===== config.mk =====
export PLATFORM = sky130hd
export DESIGN_NAME = stripSeq
export DESIGN_NICKNAME = d
export VERILOG_FILES = /design/src/rtl/stripSeqPkg.sv /design/src/rtl/stripSeqPath.sv /design/src/rtl/stripSeqCtrl.sv /design/src/rtl/stripSeq.sv
export SDC_FILE = /design/constraint.sdc
export NUM_CORES = 1
export LEC_CHECK = 0
export BUFFER_PORTS_ARGS = -buffer_cell sky130_fd_sc_hd__buf_2
export CAP_MARGIN = 20
export CORE_MARGIN = 4
export CORE_UTILIZATION = 54
export CTS_CLUSTER_DIAMETER = 30
export DETAILED_ROUTE_END_ITERATION = 8
export GPL_ROUTABILITY_DRIVEN = 1
export PLACE_DENSITY = 0.82
export SLEW_MARGIN = 25
export SYNTH_ARGS = -nofsm -noshare
export SYNTH_HDL_FRONTEND = slang
export SYNTH_SLANG_ARGS = --single-unit

===== constraint.sdc =====
create_clock -name clk -period 3.95 [get_ports clk]
set_clock_uncertainty 0.1 [all_clocks]
set_input_delay 0.1975 -clock clk [delete_from_list [all_inputs] [get_ports clk]]
set_output_delay 0.1975 -clock clk [all_outputs]
set_load 0.01 [all_outputs]

===== src/rtl/stripSeqPkg.sv =====
package stripSeqPkg;

  typedef enum logic [1:0] {
    S_IDLE,
    S_ISSUE,
    S_WAIT_ACK,
    S_DONE
  } seqState_e;

  // strobes from control to datapath
  typedef struct packed {
    logic load;     // capture job inputs
    logic calc;     // compute pass length
    logic advance;  // consume a pass
  } pathCtrl_t;

endpackage


===== src/rtl/stripSeqPath.sv =====
module stripSeqPath
  import stripSeqPkg::*;
#(
  parameter int CNT_W  = 16,
  parameter int ADDR_W = 32,
  parameter int VL_W   = 8
) (
  input  logic                  clk,
  input  logic                  rstN,
  input  pathCtrl_t             ctl,
  input  logic [CNT_W-1:0]      totalCount,
  input  logic [ADDR_W-1:0]     srcABase,
  input  logic [ADDR_W-1:0]     srcBBase,
  input  logic [ADDR_W-1:0]     dstBase,
  input  logic [VL_W-1:0]       vlMax,
  input  logic [1:0]            sizeCode,
  output logic [VL_W-1:0]       vlOut,
  output logic [3*ADDR_W-1:0]   ptrOut,
  output logic                  startZero,
  output logic                  lastPass
);

  localparam int NPTR = 3;

  logic [CNT_W-1:0]       remReg;
  logic [VL_W-1:0]        vlMaxReg;
  logic [VL_W-1:0]        vlReg;
  logic [1:0]             sizeReg;
  logic [ADDR_W-1:0]      stride;
  logic [NPTR*ADDR_W-1:0] baseBus;

  assign baseBus   = {dstBase, srcBBase, srcABase};
  assign stride    = ADDR_W'(vlReg) << sizeReg;
  assign startZero = (totalCount == '0);
  assign lastPass  = (remReg == CNT_W'(vlReg));
  assign vlOut     = vlReg;

  always_ff @(posedge clk or negedge rstN) begin
    if (!rstN) begin
      remReg   <= '0;
      vlMaxReg <= '0;
      sizeReg  <= '0;
      vlReg    <= '0;
    end else begin
      if (ctl.load) begin
        remReg   <= totalCount;
        vlMaxReg <= vlMax;
        sizeReg  <= sizeCode;
      end else if (ctl.advance) begin
        remReg <= remReg - CNT_W'(vlReg);
      end
      if (ctl.calc) begin
        if (remReg < CNT_W'(vlMaxReg)) vlReg <= VL_W'(remReg);
        else                           vlReg <= vlMaxReg;
      end
    end
  end

  for (genvar p = 0; p < NPTR; p++) begin : g_ptr
    logic [ADDR_W-1:0] ptrQ;
    always_ff @(posedge clk or negedge rstN) begin
      if (!rstN)            ptrQ <= '0;
      else if (ctl.load)    ptrQ <= baseBus[p*ADDR_W +: ADDR_W];
      else if (ctl.advance) ptrQ <= ptrQ + stride;
    end
    assign ptrOut[p*ADDR_W +: ADDR_W] = ptrQ;
  end


  no_underflow_chk: assert property (@(posedge clk) disable iff (!rstN)
    ctl.advance |-> (CNT_W'(vlReg) <= remReg));


  vl_bound_chk: assert property (@(posedge clk) disable iff (!rstN)
    ctl.advance |-> (vlReg != '0 && vlReg <= vlMaxReg));

endmodule


===== src/rtl/stripSeqCtrl.sv =====
module stripSeqCtrl
  import stripSeqPkg::*;
(
  input  logic      clk,
  input  logic      rstN,
  input  logic      startReq,
  input  logic      passReady,
  input  logic      startZero,
  input  logic      lastPass,
  output pathCtrl_t ctl,
  output logic      passValid,
  output logic      doneOut,
  output logic      idle
);

  seqState_e state, nextState;

  always_ff @(posedge clk or negedge rstN) begin
    if (!rstN) state <= S_IDLE;
    else       state <= nextState;
  end

  always_comb begin
    nextState = state;
    ctl       = '0;
    case (state)
      S_IDLE: begin
        if (startReq) begin
          ctl.load  = 1'b1;
          nextState = startZero ? S_DONE : S_ISSUE;
        end
      end
      S_ISSUE: begin
        ctl.calc  = 1'b1;
        nextState = S_WAIT_ACK;
      end
      S_WAIT_ACK: begin
        if (passReady) begin
          ctl.advance = 1'b1;
          nextState   = lastPass ? S_DONE : S_ISSUE;
        end
      end
      S_DONE:  nextState = S_IDLE;
      default: nextState = S_IDLE;
    endcase
  end

  assign passValid = (state == S_WAIT_ACK);
  assign doneOut   = (state == S_DONE);
  assign idle      = (state == S_IDLE);


  zero_start_chk: assert property (@(posedge clk) disable iff (!rstN)
    (idle && startReq && startZero) |=> (doneOut && !passValid));


  done_pulse_chk: assert property (@(posedge clk) disable iff (!rstN)
    doneOut |=> (!doneOut && idle));


  gap_after_ack_chk: assert property (@(posedge clk) disable iff (!rstN)
    (passValid && passReady) |=> !passValid);

endmodule


===== src/rtl/stripSeq.sv =====
module stripSeq
  import stripSeqPkg::*;
#(
  parameter int CNT_W  = 16,
  parameter int ADDR_W = 32,
  parameter int VL_W   = 8
) (
  input  logic              clk,
  input  logic              rstN,
  input  logic              startReq,
  input  logic [CNT_W-1:0]  totalCount,
  input  logic [ADDR_W-1:0] srcABase,
  input  logic [ADDR_W-1:0] srcBBase,
  input  logic [ADDR_W-1:0] dstBase,
  input  logic [VL_W-1:0]   vlMax,
  input  logic [1:0]        sizeCode,
  output logic              idle,
  output logic              passValid,
  input  logic              passReady,
  output logic [VL_W-1:0]   passVl,
  output logic [ADDR_W-1:0] passSrcA,
  output logic [ADDR_W-1:0] passSrcB,
  output logic [ADDR_W-1:0] passDst
  ,
  output logic              doneOut
);

  pathCtrl_t           ctl;
  logic                startZero;
  logic                lastPass;
  logic [3*ADDR_W-1:0] ptrBus;

  stripSeqCtrl i_ctrl (
    .clk       (clk),
    .rstN      (rstN),
    .startReq  (startReq),
    .passReady (passReady),
    .startZero (startZero),
    .lastPass  (lastPass),
    .ctl       (ctl),
    .passValid (passValid),
    .doneOut   (doneOut),
    .idle      (idle)
  );

  stripSeqPath #(
    .CNT_W  (CNT_W),
    .ADDR_W (ADDR_W),
    .VL_W   (VL_W)
  ) i_path (
    .clk        (clk),
    .rstN       (rstN),
    .ctl        (ctl),
    .totalCount (totalCount),
    .srcABase   (srcABase),
    .srcBBase   (srcBBase),
    .dstBase    (dstBase),
    .vlMax      (vlMax),
    .sizeCode   (sizeCode),
    .vlOut      (passVl),
    .ptrOut     (ptrBus),
    .startZero  (startZero),
    .lastPass   (lastPass)
  );

  assign passSrcA = ptrBus[0*ADDR_W +: ADDR_W];
  assign passSrcB = ptrBus[1*ADDR_W +: ADDR_W];
  assign passDst  = ptrBus[2*ADDR_W +: ADDR_W];


  desc_hold_chk: assert property (@(posedge clk) disable iff (!rstN)
    (passValid && !passReady) |=> (passValid && $stable(passVl) &&
      $stable(passSrcA) && $stable(passSrcB) && $stable(passDst)));


  out_excl_chk: assert property (@(posedge clk) disable iff (!rstN)
    $onehot0({idle, passValid, doneOut}));

endmodule


==> metrics.txt <==
Lkg Pwr around 0.0055 uW; critical path class flip-flop to flip-flop; fin. max-slew vios 0; die area 0.0184 mm2; Mean Syn Cell Area between 8 and 9 um2; crit share post-route 0.928; HPWL Detailed 19.9 mm; Required @ worst endpoint approximately 4100 ps; DR vias/cell between 6 and 7; Worst setup SP type flip-flop; vias in the first global route a little under 10000; number of synthesized flops with an enable pin 0; clock slew at reported path FFs 60 ps; Finish-stage setup viols 0; row cnt 46; Port Buf Inserts ~230; Max rail drop VDD around 0.00044 V; headroom to the max-slew limit 0.417; Max-Cap Viols 0; I/O pin count approximately 230; Primary FF master, synth dfrtp_1; CP Capture Type flip-flop; Syn-to-layout area delta 36.3%; sequence of cells on the critical path nand2_1 -> o211a_1 -> a21oi_1 -> ha_1 -> and4_1 -> a311o_1 -> a211oi_1 -> nand2_1 -> and3_1 -> nand3_1 -> xor2_1 -> o21ai_0; gr usage total 0.338; Antenna Nets Post-Route 0; Syn Inst Count approximately 1000; initial core utilization 0.553; setup bufs post-CTS 0; Die X roughly 140 um; Async S/R FF share, synth 1.00; number of library cell types mapped by synthesis 77; cell mode on critical path nand2_1; slowest library cell on the worst path dfrtp_2; detailed-router iteration count before antenna repair 6; status finished clean; Max Clock Freq between 200 and 300 MHz; final WL 31.2 mm; CP max stage delay around 540 ps; setup TNS 0 ps; final std cells w/o fill between 1500 and 2000; TritonCTS buffer count 17; Max Buffers Root-to-Sink 2; worst skew pair latency ~430 ps; TritonCTS Sinks roughly 130; R2R Setup Slk 280 ps; via count around 9700; layout cell share with drive strength beyond 1 0.221; largest delay contributor family on the critical path compound AO/OA/AOI/OAI gates; routed length per instance 19.6 um; maximum fanout along the worst path 16; CTS root buffer clkbuf_16; routability cong. 0.922; CTS tree built; Worst Path Buf+Inv 0; pin count of the biggest net entering global routing 107; worst min-delay path class input port to flip-flop; total global routing overflow 0; antenna violations before repair 1; measured slew at the worst slew-check pin 875 ps; Residual DRC 0; area of the core between 0.015 and 0.02 mm2; Fin. Hold Viols 0; wire length of the first global-routing pass 49.5 mm; H-tree Lvls 4; Die Y ~140 um; clock period minus worst slack between 3000 and 4000 ps; PwrDens ~920 mW/mm2; NumNets Final roughly 1500; placed cells 1439; syn_nets approximately 1200; RSZ-0062 raised after global routing false; WP data arrival approximately 3800 ps; initial DRC count ~1000; number of synthesized register bits 132; Seq/Total Area, Yosys 0.376; Ys Warns 0; Mapped Area just under 0.009 mm2
-- registers in the layout (all words and copies together), names as in the netlist --
register,flops
i_path.g_ptr.ptrQ,96
i_path.sizeReg,2
i_ctrl.state,2
i_path.vlMaxReg,8
i_path.remReg,16
i_path.vlOut,8
-- Yosys cell counts, types with 12 or more instances --
master,instances,area share
nand2_1,148,0.063
dfrtp_1,132,0.38
o21ai_0,97,0.055
nor2_1,65,0.028
a21oi_1,56,0.032
ha_1,48,0.068
clkbuf_1,35,0.015
xnor2_1,35,0.035
inv_1,33,0.014
xor2_1,33,0.033
nand3_1,31,0.018
a22oi_1,25,0.021
a31oi_1,20,0.014
o211ai_1,19,0.016
nand2b_1,15,0.011
and3_1,14,0.010
mux2i_1,13,0.015
nor3_1,13,0.0074
a21o_1,12,0.010
o311ai_0,12,0.012
-- layout by cell type (no fill, tap or decap), types with 14 or more instances in the layout --
master,synthesis,layout
a21oi_1,56,56
a22oi_1,25,25
a31oi_1,20,20
and3_1,14,14
buf_2,2,231
buf_4,3,16
clkbuf_16,0,17
dfrtp_1,132,131
dlygate4sd3_1,0,120
ha_1,48,48
inv_1,33,33
nand2_1,148,147
nand2b_1,15,15
nand3_1,31,31
nor2_1,65,64
o211ai_1,19,19
o21ai_0,97,97
xnor2_1,35,35
xor2_1,33,33
-- layer usage --
layer / vias up / global-route usage / wire length [um]
li1: 4420 / - / -
met1: 4617 / 0.425 / 12200
met2: 578 / 0.558 / 14900
met3: 130 / 0.0721 / 2630
met4: 0 / 0.158 / 1360
met5: - / 0 / 0
-- stage by stage --
stage | hold WS (ps) | utilization | cell area, um2 | worst slack (ps) | power, uW
final | 21.4 | 0.753 | 12000 | 284 | 11000
after global routing | 41.4 | 0.753 | 12000 | 3.18 | 11700
after CTS | 12.0 | 0.753 | 12000 | 166 | 10700
after detailed placement | 304 | 0.640 | 10200 | 280 | 8920
after global placement | 297 | 0.640 | 10200 | 391 | 8730
after floorplan | -198 | - | 8780 | 658 | 6980
-- timing repair --
item	in CTS	in global routing
gates resized for setup	0	1
hold buffers	120	0
setup endpoints to repair	0	26
hold endpoints to repair	224	0
-- area by class of cell --
class                           count  area (um2)
Multi-Input combinational cell    810        5170
Fill cell                        1099        3920
Sequential cell                   132        3300
Timing Repair Buffer              368        2490
Clock buffer                       22         464
Tap cell                          216         270
Clock inverter                     10         130
Inverter                           33         124
Antenna cell                        1        2.50
-- path summary, 6_finish.rpt --
kind / cells after the start / to / startpoint
max in group asynchronous: 3 / i_path.g_ptr[0].ptrQ[16] / rstN
worst min register to register: 1 / i_path.g_ptr[1].ptrQ[31] / i_path.g_ptr[1].ptrQ[31]
worst max register to register: 12 / i_path.g_ptr[1].ptrQ[15] / i_path.sizeReg[0]
min in group asynchronous: 2 / i_path.vlMaxReg[1] / rstN
worst max-delay path: 12 / i_path.g_ptr[1].ptrQ[15] / i_path.sizeReg[0]
worst min-delay path: 4 / i_path.g_ptr[0].ptrQ[12] / srcABase[12]
-- tightest hold or removal path: stages --
cell,delay (ps)
buf_2,100
nand2_1,50
o311a_1,100
o21ai_0,70
-- report_power, final --
part	total, uW	internal [uW]	switching, uW
Combinational	6460	2710	3750
Sequential	2870	2020	849
Clock	1620	1020	606
Total	11000	5750	5210
-- cells by family (layout without fill, tap and decap cells) --
family / Yosys count / count (layout) / share of synthesized area
simple gates: 359 / 359 / 0.194
flops: 132 / 132 / 0.376
fa+ha+maj: 49 / 49 / 0.0707
buf+inv: 79 / 433 / 0.0355
compound gates: 317 / 317 / 0.235
xor+xnor: 68 / 68 / 0.0679
mux: 17 / 17 / 0.0204
other cells: 0 / 1 / 0
No activity file was read; power rests on OpenSTA's default activity.
